$ cat src/rtl/inertial_irq_pkg.sv
package inertial_irq_pkg;
  localparam int AXES = 3;
  localparam int EV_W = 2 * AXES;
  localparam int SRC_W = EV_W + 1;

  typedef enum logic [1:0] {
    MODE_OR   = 2'd0,
    MODE_MOVE = 2'd1,
    MODE_AND  = 2'd2,
    MODE_POS  = 2'd3
  } combine_mode_e;

  // milli-g per threshold step for each full-scale setting
  function automatic logic [7:0] step_mg(input logic [1:0] fs);
    case (fs)
      2'd0:    step_mg = 8'd16;
      2'd1:    step_mg = 8'd32;
      2'd2:    step_mg = 8'd62;
      default: step_mg = 8'd186;
    endcase
  endfunction
endpackage

$ cat src/rtl/inertial_axis_window.sv
module inertial_axis_window #(
  parameter int AXIS_W = 16,
  parameter int LIM_W  = 15
) (
  input  logic signed [AXIS_W-1:0] sample_i,
  input  logic        [LIM_W-1:0]  limit_i,
  output logic                     below_o,
  output logic                     above_o
);
  localparam int CW = ((AXIS_W > LIM_W) ? AXIS_W : LIM_W) + 2;

  logic signed [CW-1:0] s_ext;
  logic signed [CW-1:0] lim_pos;
  logic signed [CW-1:0] lim_neg;

  assign s_ext   = CW'(sample_i);
  assign lim_pos = $signed({{(CW-LIM_W){1'b0}}, limit_i});
  assign lim_neg = -lim_pos;
  assign above_o = (s_ext > lim_pos);
  assign below_o = (s_ext < lim_neg);
endmodule

$ cat src/rtl/inertial_event_qualifier.sv
module inertial_event_qualifier
  import inertial_irq_pkg::*;
#(
  parameter int DUR_W = 7
) (
  input  logic             clk,
  input  logic             rst,
  input  logic             strobe_i,
  input  logic [EV_W-1:0]  evm_i,
  input  logic [EV_W-1:0]  en_i,
  input  logic [1:0]       mode_i,
  input  logic [DUR_W-1:0] dur_i,
  output logic             fire_o
);
  localparam logic [DUR_W-1:0] CNT_MAX = {DUR_W{1'b1}};

  logic [DUR_W-1:0] cnt_q;
  logic             prev_q;
  logic             cond;
  logic             known;
  logic             qual;
  combine_mode_e    mode;

  assign mode  = combine_mode_e'(mode_i);
  assign known = ($countones(evm_i) == 1);

  always_comb begin
    case (mode)
      MODE_OR:  cond = |evm_i;
      MODE_AND: cond = (|en_i) && (evm_i == en_i);
      default:  cond = known;
    endcase
  end

  assign qual   = cond && (cnt_q >= dur_i);
  assign fire_o = (mode == MODE_MOVE) ? (qual && !prev_q) : qual;

  always_ff @(posedge clk) begin
    if (rst) begin
      cnt_q  <= '0;
      prev_q <= 1'b0;
    end else if (strobe_i) begin
      prev_q <= qual;
      if (!cond)
        cnt_q <= '0;
      else if (cnt_q != CNT_MAX)
        cnt_q <= cnt_q + 1'b1;
    end
  end
endmodule

$ cat src/rtl/inertial_src_holder.sv
module inertial_src_holder
  import inertial_irq_pkg::*;
(
  input  logic             clk,
  input  logic             rst,
  input  logic             strobe_i,
  input  logic             fire_i,
  input  logic [EV_W-1:0]  evm_i,
  input  logic             latch_i,
  input  logic             rd_i,
  input  logic             act_low_i,
  output logic [SRC_W-1:0] src_o,
  output logic             irq_o
);
  logic [SRC_W-1:0] src_q;
  logic [SRC_W-1:0] src_d;
  logic             irq_q;
  logic             held;

  assign held = latch_i && src_q[SRC_W-1];

  always_comb begin
    src_d = src_q;
    if (strobe_i && (!held || rd_i))
      src_d = {fire_i, evm_i};
    else if (rd_i && latch_i)
      src_d = '0;
  end

  always_ff @(posedge clk) begin
    if (rst) begin
      src_q <= '0;
      irq_q <= 1'b0;
    end else begin
      src_q <= src_d;
      irq_q <= src_d[SRC_W-1] ^ act_low_i;
    end
  end

  assign src_o = src_q;
  assign irq_o = irq_q;
endmodule

$ cat src/rtl/inertial_irq_gen.sv
module inertial_irq_gen
  import inertial_irq_pkg::*;
#(
  parameter int AXIS_W = 16,
  parameter int THR_W  = 7,
  parameter int DUR_W  = 7
) (
  input  logic                     clk,
  input  logic                     rst,
  input  logic                     smp_stb,
  input  logic signed [AXIS_W-1:0] ax_x,
  input  logic signed [AXIS_W-1:0] ax_y,
  input  logic signed [AXIS_W-1:0] ax_z,
  input  logic [1:0]               fs_sel,
  input  logic [THR_W-1:0]         thr_cfg,
  input  logic [DUR_W-1:0]         dur_cfg,
  input  logic [5:0]               evt_en,
  input  logic [1:0]               comb_mode,
  input  logic                     latch_en,
  input  logic                     act_low,
  input  logic                     src_rd,
  output logic                     irq_o,
  output logic [6:0]               src_o
);
  localparam int LIM_W = THR_W + 8;

  logic signed [AXIS_W-1:0] axv [AXES];
  logic [LIM_W-1:0]         limit;
  logic [EV_W-1:0]          ev_raw;
  logic [EV_W-1:0]          ev_masked;
  logic                     fire;

  assign axv[0] = ax_x;
  assign axv[1] = ax_y;
  assign axv[2] = ax_z;

  assign limit = LIM_W'(thr_cfg) * LIM_W'(step_mg(fs_sel));

  for (genvar a = 0; a < AXES; a++) begin : g_axis
    inertial_axis_window #(
      .AXIS_W (AXIS_W),
      .LIM_W  (LIM_W)
    ) win_i (
      .sample_i (axv[a]),
      .limit_i  (limit),
      .below_o  (ev_raw[2*a]),
      .above_o  (ev_raw[2*a+1])
    );
  end

  assign ev_masked = ev_raw & evt_en;

  inertial_event_qualifier #(
    .DUR_W (DUR_W)
  ) qual_i (
    .clk      (clk),
    .rst      (rst),
    .strobe_i (smp_stb),
    .evm_i    (ev_masked),
    .en_i     (evt_en),
    .mode_i   (comb_mode),
    .dur_i    (dur_cfg),
    .fire_o   (fire)
  );

  inertial_src_holder hold_i (
    .clk       (clk),
    .rst       (rst),
    .strobe_i  (smp_stb),
    .fire_i    (fire),
    .evm_i     (ev_masked),
    .latch_i   (latch_en),
    .rd_i      (src_rd),
    .act_low_i (act_low),
    .src_o     (src_o),
    .irq_o     (irq_o)
  );
endmodule

$ cat config.mk
export PLATFORM = sky130hd
export DESIGN_NAME = inertial_irq_gen
export DESIGN_NICKNAME = d
export VERILOG_FILES = /design/src/rtl/inertial_irq_pkg.sv /design/src/rtl/inertial_axis_window.sv /design/src/rtl/inertial_event_qualifier.sv /design/src/rtl/inertial_src_holder.sv /design/src/rtl/inertial_irq_gen.sv
export SDC_FILE = /design/constraint.sdc
export NUM_CORES = 1
export LEC_CHECK = 0
export ABC_AREA = 1
export ABC_CLOCK_PERIOD_IN_PS = 7450
export BUFFER_PORTS_ARGS = -buffer_cell sky130_fd_sc_hd__buf_2
export CELL_PAD_IN_SITES_DETAIL_PLACEMENT = 1
export CELL_PAD_IN_SITES_GLOBAL_PLACEMENT = 1
export CORE_MARGIN = 8
export CORE_UTILIZATION = 35
export DETAILED_ROUTE_END_ITERATION = 10
export PLACE_DENSITY = 0.76
export SETUP_SLACK_MARGIN = 0.3
export SYNTH_ARGS = -nofsm -noshare
export SYNTH_HDL_FRONTEND = slang
export SYNTH_SLANG_ARGS = --single-unit
$ cat constraint.sdc
create_clock -name clk -period 7.45 [get_ports clk]
set_input_delay 0.745 -clock clk [delete_from_list [all_inputs] [get_ports clk]]
set_output_delay 0.745 -clock clk [all_outputs]
set_load 0.02 [all_outputs]
Yosys cells after proc, flatten, opt, wreduce, memory -nomap -nowiden
Index checks and enable logic that the tools add are counted.
Widths: inputs -> output; s select.

storage, ports and cells
  input port bits = 78
  output and inout port bits = 8
  latch bits = 0
  memories kept = 0
  memory bits (read-only) = 0
  bits in registers = 16
  memory bits (writable) = 0

cells by class
  mux-type cells = 7
  magnitude comparators = 7
  add/subtract/negate cells = 7
  multiply operators = 1
  bitwise gates (word level) = 2
  divide/modulo/power cells = 0
  reductions and logical operators = 15
  equality and inequality tests = 8
  shift operators = 0

operator list
  cell                 count
  $add 32x32->32       2
  $lt 16x18->1         3
  $gt 16x16->1         3
  $eq 32x2->1 const B  1
  $mux 7               4
  $pmux 8 s3           1
  $neg 15->18          1
  $mul 7x8->15         1
  $reduce_or 6->1      2
  $add 7x1->7 const B  1
  $ge 7x7->1           1
  $ne 7x7->1 const B   1
  $add 1x1->2          3
  $and 6x6->6          1
  $eq 6x6->1           1
  $logic_and 1x1->1    6
  $eq 2x1->1 const B   2
  $eq 2x2->1 const B   2
  $logic_not 2->1      2
  $logic_not 1->1      2
  $ne 2x2->1 const B   1
  $pmux 1 s2           1
  $reduce_and 2->1     1
  $reduce_bool 2->1    1
  other kinds (3)      3

Longest topological paths before layout
Gate-level depths: netlist (run 1).

  word-level depth = 16
  depth in mapped cells = 47

By module
From an unflattened synthesis (run 1), not the netlist that was laid out.

second synthesis, totals
  cell total of the unflattened synthesis = 989
  area, all modules = 6386.1 um2

by module, submodules not included
  module                                       instances  area each (um2)  cells an instance  sequential area each (um2)
  inertial_axis_window at g_axis[0].win_i ...  2          1157.4           184                0.0
  inertial_irq_gen                             1          1552.7           236                0.0
  inertial_axis_window at g_axis[2].win_i      1          1144.8           185                0.0
  inertial_event_qualifier                     1          1012.2           156                160.2
  inertial_src_holder                          1          361.6            44                 160.2

Least setup slack after synthesis (run 1)
OpenSTA, ideal clock, no wires.

  kind = input to register
  from = input fs_sel[1]
  to = register hold_i.irq_q (netlist: hold_i.irq_o)
  stages on the path = 43
  setup time = 115 ps
  data arrival time = 7624 ps
  buffers on the path = 1
  path slack = -289 ps
  cell sequence = clkbuf_1 > nand2_1 > inv_1 > nand2_1 > fa_1 > fa_1 > inv_1 > fa_1 > fa_1 > ha_1 > nand2_1 > clkinv_1 > nand3_2 > nand2_1 > nand2_1 > nand2_1 > nor4_1 > nand3_1 > [... 7 more ...] > nand2_1 > o21ai_0 > inv_1 > nand2_1 > nand2_1 > nand2_1 > nand2_1 > nand2_1 > nand2_1 > ha_1 > fa_1 > ha_1 > inv_1 > nand4_1 > nand3_2 > nand3_2 > a21oi_1 > nor2_1

on the way
  longest elaborated chain between the ends = 16

RTL lines
  element                                             line                            text
  start: declaration                                  inertial_irq_gen.sv:14          input logic [1:0] fs_sel,
  $eq 2x2->1, or another cell as far along            inertial_irq_pkg.sv:15          case (fs)
  $pmux 8 s3 (*)                                      inertial_irq_pkg.sv:15
  $mul 7x8->15 (*)                                    inertial_irq_gen.sv:37          assign limit = LIM_W'(thr_cfg) * LIM_W'(step_mg(fs_sel));
  $neg 15->18                                         inertial_axis_window.sv:18      assign lim_neg = -lim_pos;
  $lt 16x18->1                                        inertial_axis_window.sv:20      assign below_o = (s_ext < lim_neg);
  $and 6x6->6 (*)                                     inertial_irq_gen.sv:51          assign ev_masked = ev_raw & evt_en;
  $add 1x1->2 (not written as such)                   inertial_event_qualifier.sv:25  assign known = ($countones(evm_i) == 1);
  $add 32x32->32 (not written as such) (2 in series)  inertial_event_qualifier.sv:25
  $eq 32x2->1                                         inertial_event_qualifier.sv:25
  $pmux 1 s2 (*)                                      inertial_event_qualifier.sv:28  case (mode)
  $logic_and 1x1->1 (*)                               inertial_event_qualifier.sv:35  assign qual = cond && (cnt_q >= dur_i);
  $logic_and 1x1->1                                   inertial_event_qualifier.sv:36  assign fire_o = (mode == MODE_MOVE) ? (qual && !prev_q) : qual;
  $mux 1 (*)                                          inertial_event_qualifier.sv:36
  $mux 7 (*)                                          inertial_src_holder.sv:24       if (strobe_i && (!held || rd_i))
  $xor 1x1->1 (*)                                     inertial_src_holder.sv:36       irq_q <= src_d[SRC_W-1] ^ act_low_i;
  end signal: assignment                              inertial_src_holder.sv:36
  end: declaration                                    inertial_src_holder.sv:17       logic irq_q;

Mark *: on every way between the ends. The rest lies on a longest branch, timed or not.
A chain may end at the register's enable or synchronous reset.

Worst setup path after layout (run 1)
  from = input fs_sel[1]
  to = register qual_i.cnt_q[4]

on the way
  longest elaborated chain between the ends = 13

RTL lines
  element                                             line                            text
  $eq 2x2->1, or another cell as far along            inertial_irq_pkg.sv:15
  $pmux 8 s3 (*)                                      inertial_irq_pkg.sv:15
  $mul 7x8->15 (*)                                    inertial_irq_gen.sv:37
  $neg 15->18                                         inertial_axis_window.sv:18
  $lt 16x18->1                                        inertial_axis_window.sv:20
  $and 6x6->6 (*)                                     inertial_irq_gen.sv:51
  $add 1x1->2 (not written as such)                   inertial_event_qualifier.sv:25
  $add 32x32->32 (not written as such) (2 in series)  inertial_event_qualifier.sv:25
  $eq 32x2->1                                         inertial_event_qualifier.sv:25
  $pmux 1 s2 (*)                                      inertial_event_qualifier.sv:28
  $ne 2x2->1 (no source line)                         --
  $reduce_and 2->1 (no source line)                   --
  end signal: assignment                              inertial_event_qualifier.sv:47  cnt_q <= cnt_q + 1'b1;
  end: declaration                                    inertial_event_qualifier.sv:17  logic [DUR_W-1:0] cnt_q;

Marks and branches as above.

==> results of run 1 <==
==> repair_timing <==
item,4_1_cts,5_1_grt
setup buffers,21,8
setup endpoints to repair,10,10
gates resized for setup,61,54
pin swaps,42,42
==> cell usage in the layout, fill, tap and decap left out, drive strengths merged <==
cell	count
o21bai	3
dfxtp	16
nor4	3
buf	179
a311o	1
xnor2	2
a22oi	3
fa	20
diode	1
o211a	1
and3	1
o31ai	3
nand4	20
nand3	49
o21ai	17
a21oi	53
clkinv	2
nor2	73
nand3b	3
inv	124
o211ai	4
clkbuf	4
ha	138
and2	1
nor4b	1
a21boi	1
a31oi	2
or2	1
a211oi	4
nand2	180
nor3	13
xor2	10
a21o	1
nor3b	3
==> how the worst max path moves through the flow <==
| stage | startpoint | end | slack [ps] | cells past startpoint |
|---|---|---|---|---|
| floorplan | fs_sel[1] | qual_i.cnt_q[2]$_SDFFE_PP0P_ | 230 | 44 |
| global placement | fs_sel[1] | qual_i.cnt_q[2]$_SDFFE_PP0P_ | -310 | 43 |
| detailed placement | fs_sel[1] | qual_i.cnt_q[2]$_SDFFE_PP0P_ | -520 | 44 |
| CTS | fs_sel[1] | qual_i.prev_q$_SDFFE_PP0P_ | 130 | 42 |
| global route | fs_sel[0] | qual_i.cnt_q[4]$_SDFFE_PP0P_ | -350 | 47 |
| finish | fs_sel[1] | qual_i.cnt_q[4]$_SDFFE_PP0P_ | -30 | 44 |
==> sequential cells by signal, summed over array words and instances, names as in the netlist <==
| signal | cells |
|---|---|
| hold_i.irq_o | 1 |
| qual_i.prev_q | 1 |
| hold_i.src_o | 7 |
| qual_i.cnt_q | 7 |
==> critical path, delay by kind of cell <==
family / cells / cell delay [ps]
AO/OA/AOI/OAI: 2 / 290
AND/OR/NAND/NOR: 20 / 1910
XOR/XNOR: 1 / 150
buffers and inverters: 12 / 1160
adder cells (fa/ha/maj): 9 / 3380
==> per-stage QoR <==
| step | instance area [um^2] | hold slack [ps] |
|---|---|---|
| 2_1_floorplan | 5280 | 497 |
| 3_3_place_gp | 6390 | 450 |
| 3_5_place_dp | 6390 | 454 |
| 4_1_cts | 6910 | 462 |
| 5_1_grt | 7230 | 499 |
| 6_report | 7230 | 460 |
==> synth_stat cells (6+ instances only) <==
library cell  number
a21oi_1           53
nand2_2            8
nand4_1           18
o21ai_0           16
nand2_1          172
nand3_2            6
nor3_1            13
nor2_1            69
ha_1             138
dfxtp_1           16
inv_1            120
fa_1              20
nand3_1           43
xor2_1            10
==> logic make-up (layout without fill, tap and decap cells) <==
logic type / count (synthesis) / after routing
and+or+nand+nor: 348 / 348
DFF: 16 / 16
AOI/OAI and AO/OA: 93 / 93
adders and majority gates: 158 / 158
buffers and inverters: 130 / 309
xor gates and xnor gates: 12 / 12
other: 0 / 1
==> power by group through the flow <==
stage	logic, uW	clock network, uW	registers [uW]
2_1_floorplan	797	0	93.8
3_3_place_gp	1210	0	92.1
3_5_place_dp	1250	0	92.1
4_1_cts	1430	119	90.3
5_1_grt	1790	123	90.5
6_report	1610	120	90.3
==> final cells by class <==
class	instances	area, um^2
diodes	1	2.50
clock buffers	4	88.8
fillers	1881	7200
inverters	126	490
multi-input cells	611	4900
flip-flops and latches	16	320
well taps	184	230
repair buffers	179	1190
==> layer usage <==
layer | global-route usage [%] | vias up
met1 | 25.4 | 2668
met3 | 1.87 | 14
li1 | - | 2876
met4 | 1.81 | 0
met2 | 33.0 | 92
met5 | 0 | -
==> flow_summary.json, run 1 <==
{
  "drc": 0,
  "r2r_end": "hold_i.irq_o$_SDFF_PP0_",
  "die_w_um": 137,
  "routed_via_density": 5.04,
  "fin_ws_ps": -32.9,
  "layout.nets": 1173,
  "power_density_nw_per_um2": 252,
  "final_core_util_pct": 50.1,
  "synth_xor_xnor_area_share_pct": 2.19,
  "hold_path_depth": 2,
  "final_antenna_net_count": 0,
  "antenna_found_initial": 1,
  "syn_nets": 993,
  "finalPower_uw": 1820,
  "worstSetupPathType": "input pin to register",
  "grt_setup_unrepaired": "true",
  "numPortBuffers": 85,
  "synth_top_family_by_area": "adder cells",
  "gp_congestion": 0.845,
  "muxShareOfSynthArea_pct": 0,
  "p_int_uw": 886,
  "comb_power_share_pct": 88.5,
  "fin_crit_ps": 7480,
  "min_from": "hold_i.src_o[2]$_SDFFE_PP0P_",
  "yosysTopAreaCell": "ha_1",
  "cp-start-kind": "input pin",
  "r2r_slack_ps": 5410,
  "grt_start_max_net_pins": 13,
  "synth.avg_cell_area_um2": 6.78,
  "ys.flop_type": "dfxtp_1",
  "insertion_delay_ps": 250,
  "maxSlewViolCount": 0,
  "hp-class": "register to register",
  "placedCellCount": 1087,
  "max_freq_mhz": 134,
  "slowest_stage": "fa_1",
  "rows": 44,
  "cts.sinks": 16,
  "synth_adder_area_share_pct": 41.5,
  "area_growth_pct": 40.8,
  "hold_viol": 0,
  "finClkSkew_ps": 3.18,
  "cap_violations": 0,
  "violations": "setup timing",
  "layout-drive-gt1-share_pct": 32.5,
  "met1Wirelength_um": 8560,
  "die_h_um": 137,
  "synth_top_area_share_pct": 33.7,
  "synth_compound_area_share_pct": 10.2,
  "p_leak_uw": 0.00395,
  "yosysWarnings": 0,
  "synth_area_um2": 5130,
  "cts_root_buf": "clkbuf_16",
  "cp.arrival_ps": 7660,
  "top_layer": "met4",
  "reg2reg_depth": 14,
  "grt_pass1_vias": 5977,
  "endpoint_kind": "register",
  "grt-ovfl-total": 0,
  "setup_viol": 2,
  "wl_met3_um": 755,
  "status": "finished, violations left",
  "swShare_pct": 51.4,
  "grt_pass1_wl_um": 29300,
  "critPathMaxStageDelay_ps": 520,
  "yosys.area_share.simple_pct": 30.3,
  "finalWirelength_um": 18800,
  "min_to": "hold_i.src_o[2]$_SDFFE_PP0P_",
  "ys_seq_elements": 16,
  "synth.yosys.seq_area_share_pct": 6.24,
  "cts_buffer_depth": 2,
  "io_pins": 86,
  "finalSetupTns_ps": -36.1,
  "synth_edf_count": 0,
  "start_util_pct": 35.6,
  "core_um2": 14400,
  "vias": 5650,
  "timing.rr.start": "qual_i.cnt_q[0]$_SDFFE_PP0P_",
  "cts_made_buffers": 3,
  "power_frac_seq_pct": 5.0,
  "dp_hpwl_um": 14700,
  "path_max_fanout": 7,
  "grt_use_total_pct": 18.9,
  "p_switching_uw": 938,
  "ir_worst_vdd_mv": 0.113,
  "slew_headroom_pct": 50.8,
  "critPathMostFrequentCell": "nand2_1",
  "ys_async_sr_fraction_pct": 0,
  "drtPass1Iterations": 6,
  "wire_per_inst_um": 16.7,
  "cts_hold_buf": 0,
  "htree_levels": 1,
  "final_cells": 1121,
  "wl_met2_um": 9180,
  "synthTopCellsByArea": "ha_1 (34%), nand2_1 (13%), inv_1 (8.8%)",
  "cts_tree": "yes",
  "synth_cells": 757,
  "pre_cts_slack_ps": -525,
  "worst_pin_slew_ps": 734,
  "path_clk_slew_ps": 50,
  "pwr-share-clk_pct": 6.6,
  "fin_crit_sh_pct": 100,
  "synth_cell_types": 41,
  "cp_data_required_time_ps": 7630,
  "die_area_um2": 18800,
  "dr.first_iter.drc_count": 200
}
No activity file was read; power rests on OpenSTA's default activity.
==> inputs of run 2 (changes only) <==
--- a/config.mk
+++ b/config.mk
@@ -6,14 +6,14 @@
 export NUM_CORES = 1
 export LEC_CHECK = 0
 export ABC_AREA = 1
-export ABC_CLOCK_PERIOD_IN_PS = 7450
+export ABC_CLOCK_PERIOD_IN_PS = 8000
 export BUFFER_PORTS_ARGS = -buffer_cell sky130_fd_sc_hd__buf_2
 export CELL_PAD_IN_SITES_DETAIL_PLACEMENT = 1
 export CELL_PAD_IN_SITES_GLOBAL_PLACEMENT = 1
 export CORE_MARGIN = 8
-export CORE_UTILIZATION = 35
+export CORE_UTILIZATION = 40
 export DETAILED_ROUTE_END_ITERATION = 10
-export PLACE_DENSITY = 0.76
+export PLACE_DENSITY = 0.82
 export SETUP_SLACK_MARGIN = 0.3
 export SYNTH_ARGS = -nofsm -noshare
 export SYNTH_HDL_FRONTEND = slang
==> constraint.sdc (replaced) <==
create_clock -name clk -period 8 [get_ports clk]
set_input_delay 0.8 -clock clk [delete_from_list [all_inputs] [get_ports clk]]
set_output_delay 0.8 -clock clk [all_outputs]
set_load 0.02 [all_outputs]
==> run 2 against run 1 <==
Compared with the run above: the run now ends clean; non-clock buffer count is 50 lower; first-iteration DRC count rose by 130%; worst hold slack gained 50 ps; wire length grew 19%; register-to-register slack better by 450 ps.
==> flow_summary.json, run 2 (synthesis results as in run 1) <==
{
  "final_antenna_net_count": 0,
  "cts_tree": "yes",
  "endpoint_kind": "register",
  "grt_use_total_pct": 21.6,
  "grt_pass1_wl_um": 29400,
  "dpl-instance-area_um2": 5900,
  "ir_worst_vdd_mv": 0.111,
  "core_um2": 12600,
  "rows": 41,
  "endpoint": "hold_i.irq_o$_SDFF_PP0_",
  "r2r_slack_ps": 5860,
  "nFillCells": 1631,
  "finClkSkew_ps": 1.06,
  "drc": 0,
  "fin_hold_ws_ps": 510,
  "area_growth_pct": 31.6,
  "cp-start-kind": "input pin",
  "p_leak_uw": 0.00369,
  "die_area_um2": 16700,
  "cp_top_family": "adder cells",
  "gp_congestion": 0.949,
  "placedCellCount": 1029,
  "finalSetupTns_ps": 0,
  "r2r_end": "hold_i.irq_o$_SDFF_PP0_",
  "worst-path-stages": 45,
  "grt_start_max_net_pins": 13,
  "worst_pin_slew_ps": 871,
  "slowest_stage": "fa_1",
  "path_clk_slew_ps": 50,
  "vias": 6091,
  "crit_buf_inv": 9,
  "die_w_um": 129,
  "drtPass1Iterations": 5,
  "timing.rr.start": "qual_i.cnt_q[0]$_SDFFE_PP0P_",
  "maxSlewViolCount": 0,
  "hp-class": "register to register",
  "cp-startpoint": "fs_sel[1]",
  "start_util_pct": 40.8,
  "worstSetupPathType": "input pin to register",
  "layout_common_cells": "nand2_1 (148), ha_1 (122), inv_1 (109)",
  "cts.sinks": 16,
  "final_core_util_pct": 53.7,
  "grt_pass1_vias": 6058,
  "dp_hpwl_um": 15000,
  "final_cells": 1059,
  "insertion_delay_ps": 250,
  "dr.first_iter.drc_count": 452,
  "critPathMostFrequentCell": "nand2_1",
  "layout-drive-gt1-share_pct": 27.6,
  "setup_viol": 0,
  "antenna_found_initial": 2,
  "grt-ovfl-total": 0,
  "reg2reg_depth": 13,
  "grt_setup_unrepaired": "true",
  "io_pins": 86,
  "htree_levels": 1,
  "path_max_fanout": 7,
  "cp.arrival_ps": 7950,
  "final_common_cell": "nand2_1",
  "fin_area_um2": 6750,
  "wire_per_inst_um": 21.0,
  "critPathMaxStageDelay_ps": 630,
  "cap_violations": 0,
  "cp_data_required_time_ps": 8140,
  "layout.nets": 1123,
  "numPortBuffers": 85,
  "power_density_nw_per_um2": 242,
  "die_h_um": 129,
  "max_freq_mhz": 128,
  "slew_headroom_pct": 41.7,
  "cts_root_buf": "clkbuf_16",
  "finalWirelength_um": 22300,
  "routed_via_density": 5.75,
  "cts_hold_buf": 0,
  "cts_made_buffers": 3,
  "status": "complete, no violations",
  "hold_viol": 0,
  "cts_buffer_depth": 2,
  "fin_crit_sh_pct": 97.6,
  "fin_crit_ps": 7810
}
[run 2: cell count changes in the layout (fill, tap and decap cells not counted), sizes merged]
cell | previous run | this run
buf | 179 | 129
clkbuf | 4 | 3
clkinv | 2 | 1
diode | 1 | 2
inv | 124 | 125
[run 2: worst min-delay path by stage]
stage	startpoint	cells after the start	slack (ps)	end
final	hold_i.src_o[4]$_SDFFE_PP0P_	2	510	hold_i.src_o[4]$_SDFFE_PP0P_
after global routing	hold_i.src_o[0]$_SDFFE_PP0P_	2	520	hold_i.src_o[0]$_SDFFE_PP0P_
after CTS	hold_i.src_o[0]$_SDFFE_PP0P_	2	480	hold_i.src_o[0]$_SDFFE_PP0P_
after detailed placement	hold_i.src_o[0]$_SDFFE_PP0P_	2	460	hold_i.src_o[0]$_SDFFE_PP0P_
after global placement	hold_i.src_o[0]$_SDFFE_PP0P_	2	450	hold_i.src_o[0]$_SDFFE_PP0P_
after floorplan	qual_i.cnt_q[2]$_SDFFE_PP0P_	2	480	qual_i.cnt_q[2]$_SDFFE_PP0P_
[run 2: worst reg2reg max path: cells and delay by family (launching register included)]
family	cells	cell delay (ps)
adders and majority gates	1	270
DFF	1	380
AOI/OAI and AO/OA	7	1000
and+or+nand+nor	3	250
buffers and inverters	2	120
[run 2: cell type report]
class                   instances  area (um^2)  area share [%]
well taps                     172          215            3.19
multi-input cells             611         4850            71.8
diodes                          2         5.00          0.0741
inverters                     126          483            7.15
clock buffers                   3         75.1            1.11
flip-flops and latches         16          320            4.74
repair buffers                129          806            11.9
[run 2: where the power goes]
| part | internal (uW) | switching [uW] |
|---|---|---|
| registers | 82.4 | 1.99 |
| clock network | 65.7 | 33.4 |
| logic | 562 | 887 |
| total | 710 | 923 |
[run 2: repair_timing]
action,in CTS,in global routing
pin swaps,32,67
setup endpoints to repair,10,10
resized for setup,52,81
setup buffers,8,17
cloned,0,0
[run 2: layer usage]
layer  track usage, %  routed length (um)
met2             37.4               11000
met1             27.4                9040
met5                0                   0
met4             5.87                 860
met3             2.75                1400
[run 2: metrics by stage]
step	power, uW	setup WS [ps]
finish	1630	191
global route	1750	-59.8
CTS	1310	303
detailed placement	1140	-317
global placement	1060	104
floorplan	807	303
